`src/rtl/emux_pkg.sv`:
```
package emux_pkg;
  localparam int unsigned DIV_W = 3;

  typedef enum logic [1:0] {PH_IDLE, PH_DATA, PH_LATCH} phase_t;

  // a shift period ends when the counter reaches the ratio code
  function automatic logic period_end(input logic [DIV_W-1:0] cnt,
                                      input logic [DIV_W-1:0] code);
    return cnt == code;
  endfunction

  function automatic logic [DIV_W-1:0] next_count(input logic [DIV_W-1:0] cnt,
                                                  input logic [DIV_W-1:0] code);
    return period_end(cnt, code) ? '0 : cnt + 1'b1;
  endfunction
endpackage

```
`src/rtl/emux_tick.sv`:
```
module emux_tick
  import emux_pkg::*;
#(
  parameter int unsigned CW = DIV_W
) (
  input  logic          clk,
  input  logic          rst_n,
  input  logic          run,
  input  logic [CW-1:0] code,
  output logic          tick
);
  logic [CW-1:0] cnt;

  always_ff @(posedge clk) begin
    if (!rst_n || !run) cnt <= '0;
    else                cnt <= next_count(cnt, code);
  end

  assign tick = run && period_end(cnt, code);
endmodule

```
`src/rtl/emux_shift.sv`:
```
module emux_shift
  import emux_pkg::*;
#(
  parameter int unsigned W  = 15,
  parameter int unsigned LW = $clog2(W + 1)
) (
  input  logic          clk,
  input  logic          rst_n,
  input  logic          load,
  input  logic [W-1:0]  load_word,
  input  logic [LW-1:0] load_len,
  input  logic          tick,
  output logic          ser_clk,
  output logic          ser_dat,
  output logic          latch_n,
  output logic          active,
  output logic          finish
);
  phase_t        phase;
  logic [W-1:0]  shreg;
  logic [LW-1:0] left;

  always_ff @(posedge clk) begin
    if (!rst_n) begin
      phase <= PH_IDLE;
      shreg <= '0;
      left  <= '0;
    end else begin
      unique case (phase)
        PH_IDLE: if (load) begin
          phase <= PH_DATA;
          shreg <= load_word;
          left  <= load_len;
        end
        PH_DATA: if (tick) begin
          shreg <= shreg << 1;
          left  <= left - 1'b1;
          if (left == LW'(1)) phase <= PH_LATCH;
        end
        PH_LATCH: if (tick) phase <= PH_IDLE;
        default: phase <= PH_IDLE;
      endcase
    end
  end

  assign active  = phase != PH_IDLE;
  assign ser_clk = (phase == PH_DATA) && tick;
  assign ser_dat = (phase == PH_DATA) ? shreg[W-1] : 1'b0;
  assign latch_n = phase != PH_LATCH;
  assign finish  = (phase == PH_LATCH) && tick;
endmodule

```
`src/rtl/emux_sender.sv`:
```
module emux_sender
  import emux_pkg::*;
#(
  parameter int unsigned HOST_W = 15,
  parameter int unsigned SLOT_W = 7
) (
  input  logic              clk,
  input  logic              rst_n,
  input  logic [DIV_W-1:0]  div_code,
  input  logic              auto_mode,
  input  logic              host_wr,
  input  logic [HOST_W-1:0] host_data,
  input  logic              slot_go,
  input  logic [SLOT_W-1:0] slot_code,
  input  logic              irq_en,
  input  logic              irq_clr,
  output logic              ser_clk,
  output logic              ser_dat,
  output logic              ser_latch_n,
  output logic              busy,
  output logic              done,
  output logic              irq
);
  localparam int unsigned LEN_W = $clog2(HOST_W + 1);
  localparam int unsigned PAD_W = HOST_W - SLOT_W;

  logic              start_req, xfer_start, xfer_end, shift_tick, irq_flag;
  logic [DIV_W-1:0]  div_hold;
  logic [HOST_W-1:0] word_sel;
  logic [LEN_W-1:0]  len_sel;

  assign start_req  = auto_mode ? slot_go : host_wr;
  assign xfer_start = start_req && !busy;

  generate
    if (PAD_W > 0) begin : g_pad
      assign word_sel = auto_mode ? {slot_code, {PAD_W{1'b0}}} : host_data;
    end else begin : g_nopad
      assign word_sel = auto_mode ? slot_code[SLOT_W-1 -: HOST_W] : host_data;
    end
  endgenerate
  assign len_sel = auto_mode ? LEN_W'(SLOT_W) : LEN_W'(HOST_W);

  always_ff @(posedge clk) begin
    if (!rst_n)          div_hold <= '0;
    else if (xfer_start) div_hold <= div_code;
  end

  emux_tick #(.CW(DIV_W)) u_tick (
    .clk  (clk),
    .rst_n(rst_n),
    .run  (busy),
    .code (div_hold),
    .tick (shift_tick)
  );

  emux_shift #(.W(HOST_W), .LW(LEN_W)) u_shift (
    .clk      (clk),
    .rst_n    (rst_n),
    .load     (xfer_start),
    .load_word(word_sel),
    .load_len (len_sel),
    .tick     (shift_tick),
    .ser_clk  (ser_clk),
    .ser_dat  (ser_dat),
    .latch_n  (ser_latch_n),
    .active   (busy),
    .finish   (xfer_end)
  );

  always_ff @(posedge clk) begin
    if (!rst_n) begin
      done     <= 1'b0;
      irq_flag <= 1'b0;
    end else begin
      if (xfer_start)    done <= 1'b0;
      else if (xfer_end) done <= 1'b1;
      if (xfer_end)      irq_flag <= 1'b1;
      else if (irq_clr)  irq_flag <= 1'b0;
    end
  end

  assign irq = irq_flag && irq_en;
endmodule

```
`config.mk`:
```
export PLATFORM = sky130hd
export DESIGN_NAME = emux_sender
export DESIGN_NICKNAME = d
export VERILOG_FILES = /design/src/rtl/emux_pkg.sv /design/src/rtl/emux_tick.sv /design/src/rtl/emux_shift.sv /design/src/rtl/emux_sender.sv
export SDC_FILE = /design/constraint.sdc
export NUM_CORES = 1
export LEC_CHECK = 0
export ABC_CLOCK_PERIOD_IN_PS = 1400
export BUFFER_PORTS_ARGS = -buffer_cell sky130_fd_sc_hd__buf_4
export CAP_MARGIN = 25
export CORE_MARGIN = 2
export CORE_UTILIZATION = 47
export DETAILED_ROUTE_END_ITERATION = 10
export HOLD_SLACK_MARGIN = 0.15
export PLACE_DENSITY = 0.71
export SETUP_SLACK_MARGIN = 0.4
export SLEW_MARGIN = 20
export SYNTH_ARGS = -nofsm -noshare
export SYNTH_HDL_FRONTEND = slang
export SYNTH_SLANG_ARGS = --single-unit
```
`constraint.sdc`:
```
create_clock -name clk -period 1.4 [get_ports clk]
set_input_delay 0.21 -clock clk [delete_from_list [all_inputs] [get_ports clk]]
set_output_delay 0.21 -clock clk [all_outputs]
set_load 0.005 [all_outputs]
```
==> impl_metrics.toml <==
[layout]
layout-drive-gt1-share = 0.513
final_util = 0.785
antenna_cells = 0
register_area_um2 = 598
instances_no_fill = 280
area_growth_pct = 58.3
fillCellCount = 208
multi_input_area_mm2 = 0.00102
nets = 270
design_area_mm2 = 0.00240

[critical_path]
crit_type = "flip-flop to output pin"
cp.arrival_ps = 1350
worstSetupStartpointType = "flip-flop"
cp-end-kind = "output pin"
cp_max_fo = 3
required_ps = 1190

[pwr]
peakVddDrop_mv = 0.927
switching_share = 0.340
pwr-share-clk = 0.201
power_frac_seq = 0.409
leakage_nw = 1.02
power.switching_uw = 838
combPwrFrac = 0.390
p_per_area_mw_per_mm2 = 1030
p_total_mw = 2.47
p_int_mw = 1.63

[routing]
viasPerCell = 5.48
drc = 0
post_drt_wl_per_cell_um = 17.1
first_pass_iters = 5
wl_um = 4780
first_iter_violations = 82
vias = 1535
postRouteAntennaNets = 0

[synthesis]
synthSimpleGateAreaFrac = 0.215
synth_cell_types = 37
synth_enable_flop_cells = 0
synth_compound_area_frac = 0.162
synth.top_cell.area_share = 0.383
muxShareOfSynthArea = 0.106
synth_top_family_by_area = "simple AND/OR/NAND/NOR gates"
avgSynthCellArea_um2 = 8.91
synth_nets = 205
synthAdderAreaFrac = 0.0248
synth_area_leaders = "dfxtp_1, mux2i_1, nand2_1"
ys_seq_elements = 29
netlist_instances = 170
synth_xor_area_frac = 0.0289
yosysSeqAreaShare = 0.383
syn-cell-area_mm2 = 0.00151
synthArstFlopShare = 0
ys.flop_type = "dfxtp_1"
yosys.area.top_type = "dfxtp_1"
ys_warn_count = 0
synth_common_cells = "dfxtp_1, nand2_1, mux2i_1"

[die]
coreArea_mm2 = 0.00305
rows = 20
fp.dieW_um = 60.8
io_pins = 38
die_h_um = 60.8
dieArea_mm2 = 0.00369
initial_utilization = 0.496

[timing]
slew_headroom = 0.565
hold_viol = 0
fin_crit_sh = 1.11
rsz0062_at_grt = "true"
fin_ws_ps = -156
finClkSkew_ps = 11.4
period_needed_ps = 1560
fmax_mhz = 643
maxSlewViolCount = 0
worst_pin_slew_ps = 651
holdWs_ps = 183
setup_viol = 24

[clock_network]
cts_tree = "built"
numCtsBuffers = 5
cts_buffer_depth = 2
clkSinkCount = 29
clockRootBuffer = "clkbuf_4"
htree_levels = 2
insertion_delay_ps = 340
cts.clk_slew.worst_paths_ps = 100

[global_route]
grt_max_degree = 24
track_usage = 0.267
antenna_found_initial = 0
overflow = 0
grt_pass1_wl_um = 7070
grt_pass1_vias = 1500

[run_status]
violations = "setup timing"
status = "complete, but fails checks"

[job]
maxCapViolCount = 0

[placement]
numPortBuffers = 37
dp_hpwl_um = 2390
placed_area_mm2 = 0.00188
gp_congestion = 0.782
dpl.cell_count = 250

[min_path]
min_path_type = "input port to flip-flop"
-- layout make-up --
| cell class | instances | area share |
|---|---|---|
| clock buffers | 6 | 0.0172 |
| repair buffers | 73 | 0.276 |
| inverters | 4 | 0.00627 |
| clock inverters | 2 | 0.00418 |
| well taps | 44 | 0.0230 |
| flip-flops and latches | 29 | 0.250 |
| multi-input cells | 122 | 0.424 |
-- metal layers --
metal | global-route usage | share of wire | routed length [µm] | vias to the layer above
met5 | 0 | 0 | 0 | -
li1 | - | - | - | 728
met4 | 0.0901 | 0.022 | 103 | 0
met3 | 0.0746 | 0.061 | 290 | 10
met2 | 0.433 | 0.51 | 2420 | 67
met1 | 0.342 | 0.41 | 1960 | 730
-- what timing repair did --
item                                    CTS  global route
hold buffers                              3             0
endpoints found under the setup margin   35            35
pin swaps                                25            13
resized for setup                        45            25
buffers inserted                         15             3
endpoints found under the hold margin     3             0
gates cloned                              1             0
-- flip-flops by register name, indices dropped and copies added, names as in the netlist --
name and flops:
u_shift.phase 2, u_shift.left 4, div_hold 3, irq_flag 1
done 1, u_tick.cnt 3, u_shift.shreg 15
-- critical path: stages (launching register included) --
cell	delay (ps)
dfxtp_4	380
xnor2_4	190
and4_4	250
buf_6	100
buf_6	80
-- placed cells by master, fill, tap and decap left out, types with 2 or more instances in the layout --
cell type / Yosys / routed
a21oi_1: 6 / 2
a21oi_2: 0 / 4
a311oi_1: 7 / 3
a311oi_2: 1 / 5
and2_4: 0 / 2
buf_4: 2 / 50
buf_6: 3 / 16
buf_8: 0 / 2
clkbuf_4: 0 / 5
clkinv_2: 0 / 2
dfxtp_1: 29 / 21
dfxtp_2: 0 / 5
dfxtp_4: 0 / 3
dlygate4sd3_1: 0 / 3
ha_1: 3 / 3
inv_1: 4 / 4
mux2i_1: 16 / 16
nand2_1: 29 / 25
nand2_2: 0 / 3
nand3_4: 0 / 3
nand3b_1: 7 / 7
nor2_1: 5 / 3
nor2_4: 0 / 2
nor3_1: 11 / 8
nor3_2: 0 / 3
o211ai_1: 7 / 7
o21a_1: 3 / 3
o21ai_4: 1 / 2
or2_4: 0 / 2
xnor2_2: 0 / 2
-- cells by family (layout without fill, tap and decap cells) --
kind of cell               after synthesis  count (layout)
AOI/OAI and AO/OA                       32              32
xor gates and xnor gates                 5               5
adders and majority gates                3               3
buffers and inverters                   19              85
DFF                                     29              29
muxes                                   16              16
and+or+nand+nor                         66              66
-- power groups by stage --
stage	logic [mW]	registers, mW	clock network, mW
floorplan	0.456	0.996	0
global placement	0.578	1.01	0
detailed placement	0.595	1.01	0
CTS	0.838	0.998	0.503
global route	1.03	1.02	0.533
finish	0.961	1.01	0.495
-- path summary, 6_finish.rpt --
kind                          from               end  slack, ps  cells after the start
hold reg to reg   u_shift.shreg[9]  u_shift.shreg[9]        460                      2
setup / recovery       div_hold[1]           ser_clk       -160                      4
hold / removal        host_data[6]  u_shift.shreg[6]        180                      3
setup reg to reg       div_hold[1]  u_shift.shreg[2]       -110                      6
-- per-stage QoR --
step	TNS, ps	setup slack, ps
6_report	-1280	-156
5_1_grt	-2510	-195
4_1_cts	-1270	-144
3_5_place_dp	-1420	-109
3_3_place_gp	-725	-69.5
2_1_floorplan	-671	-75.2
(Power assumes the default switching activity.)
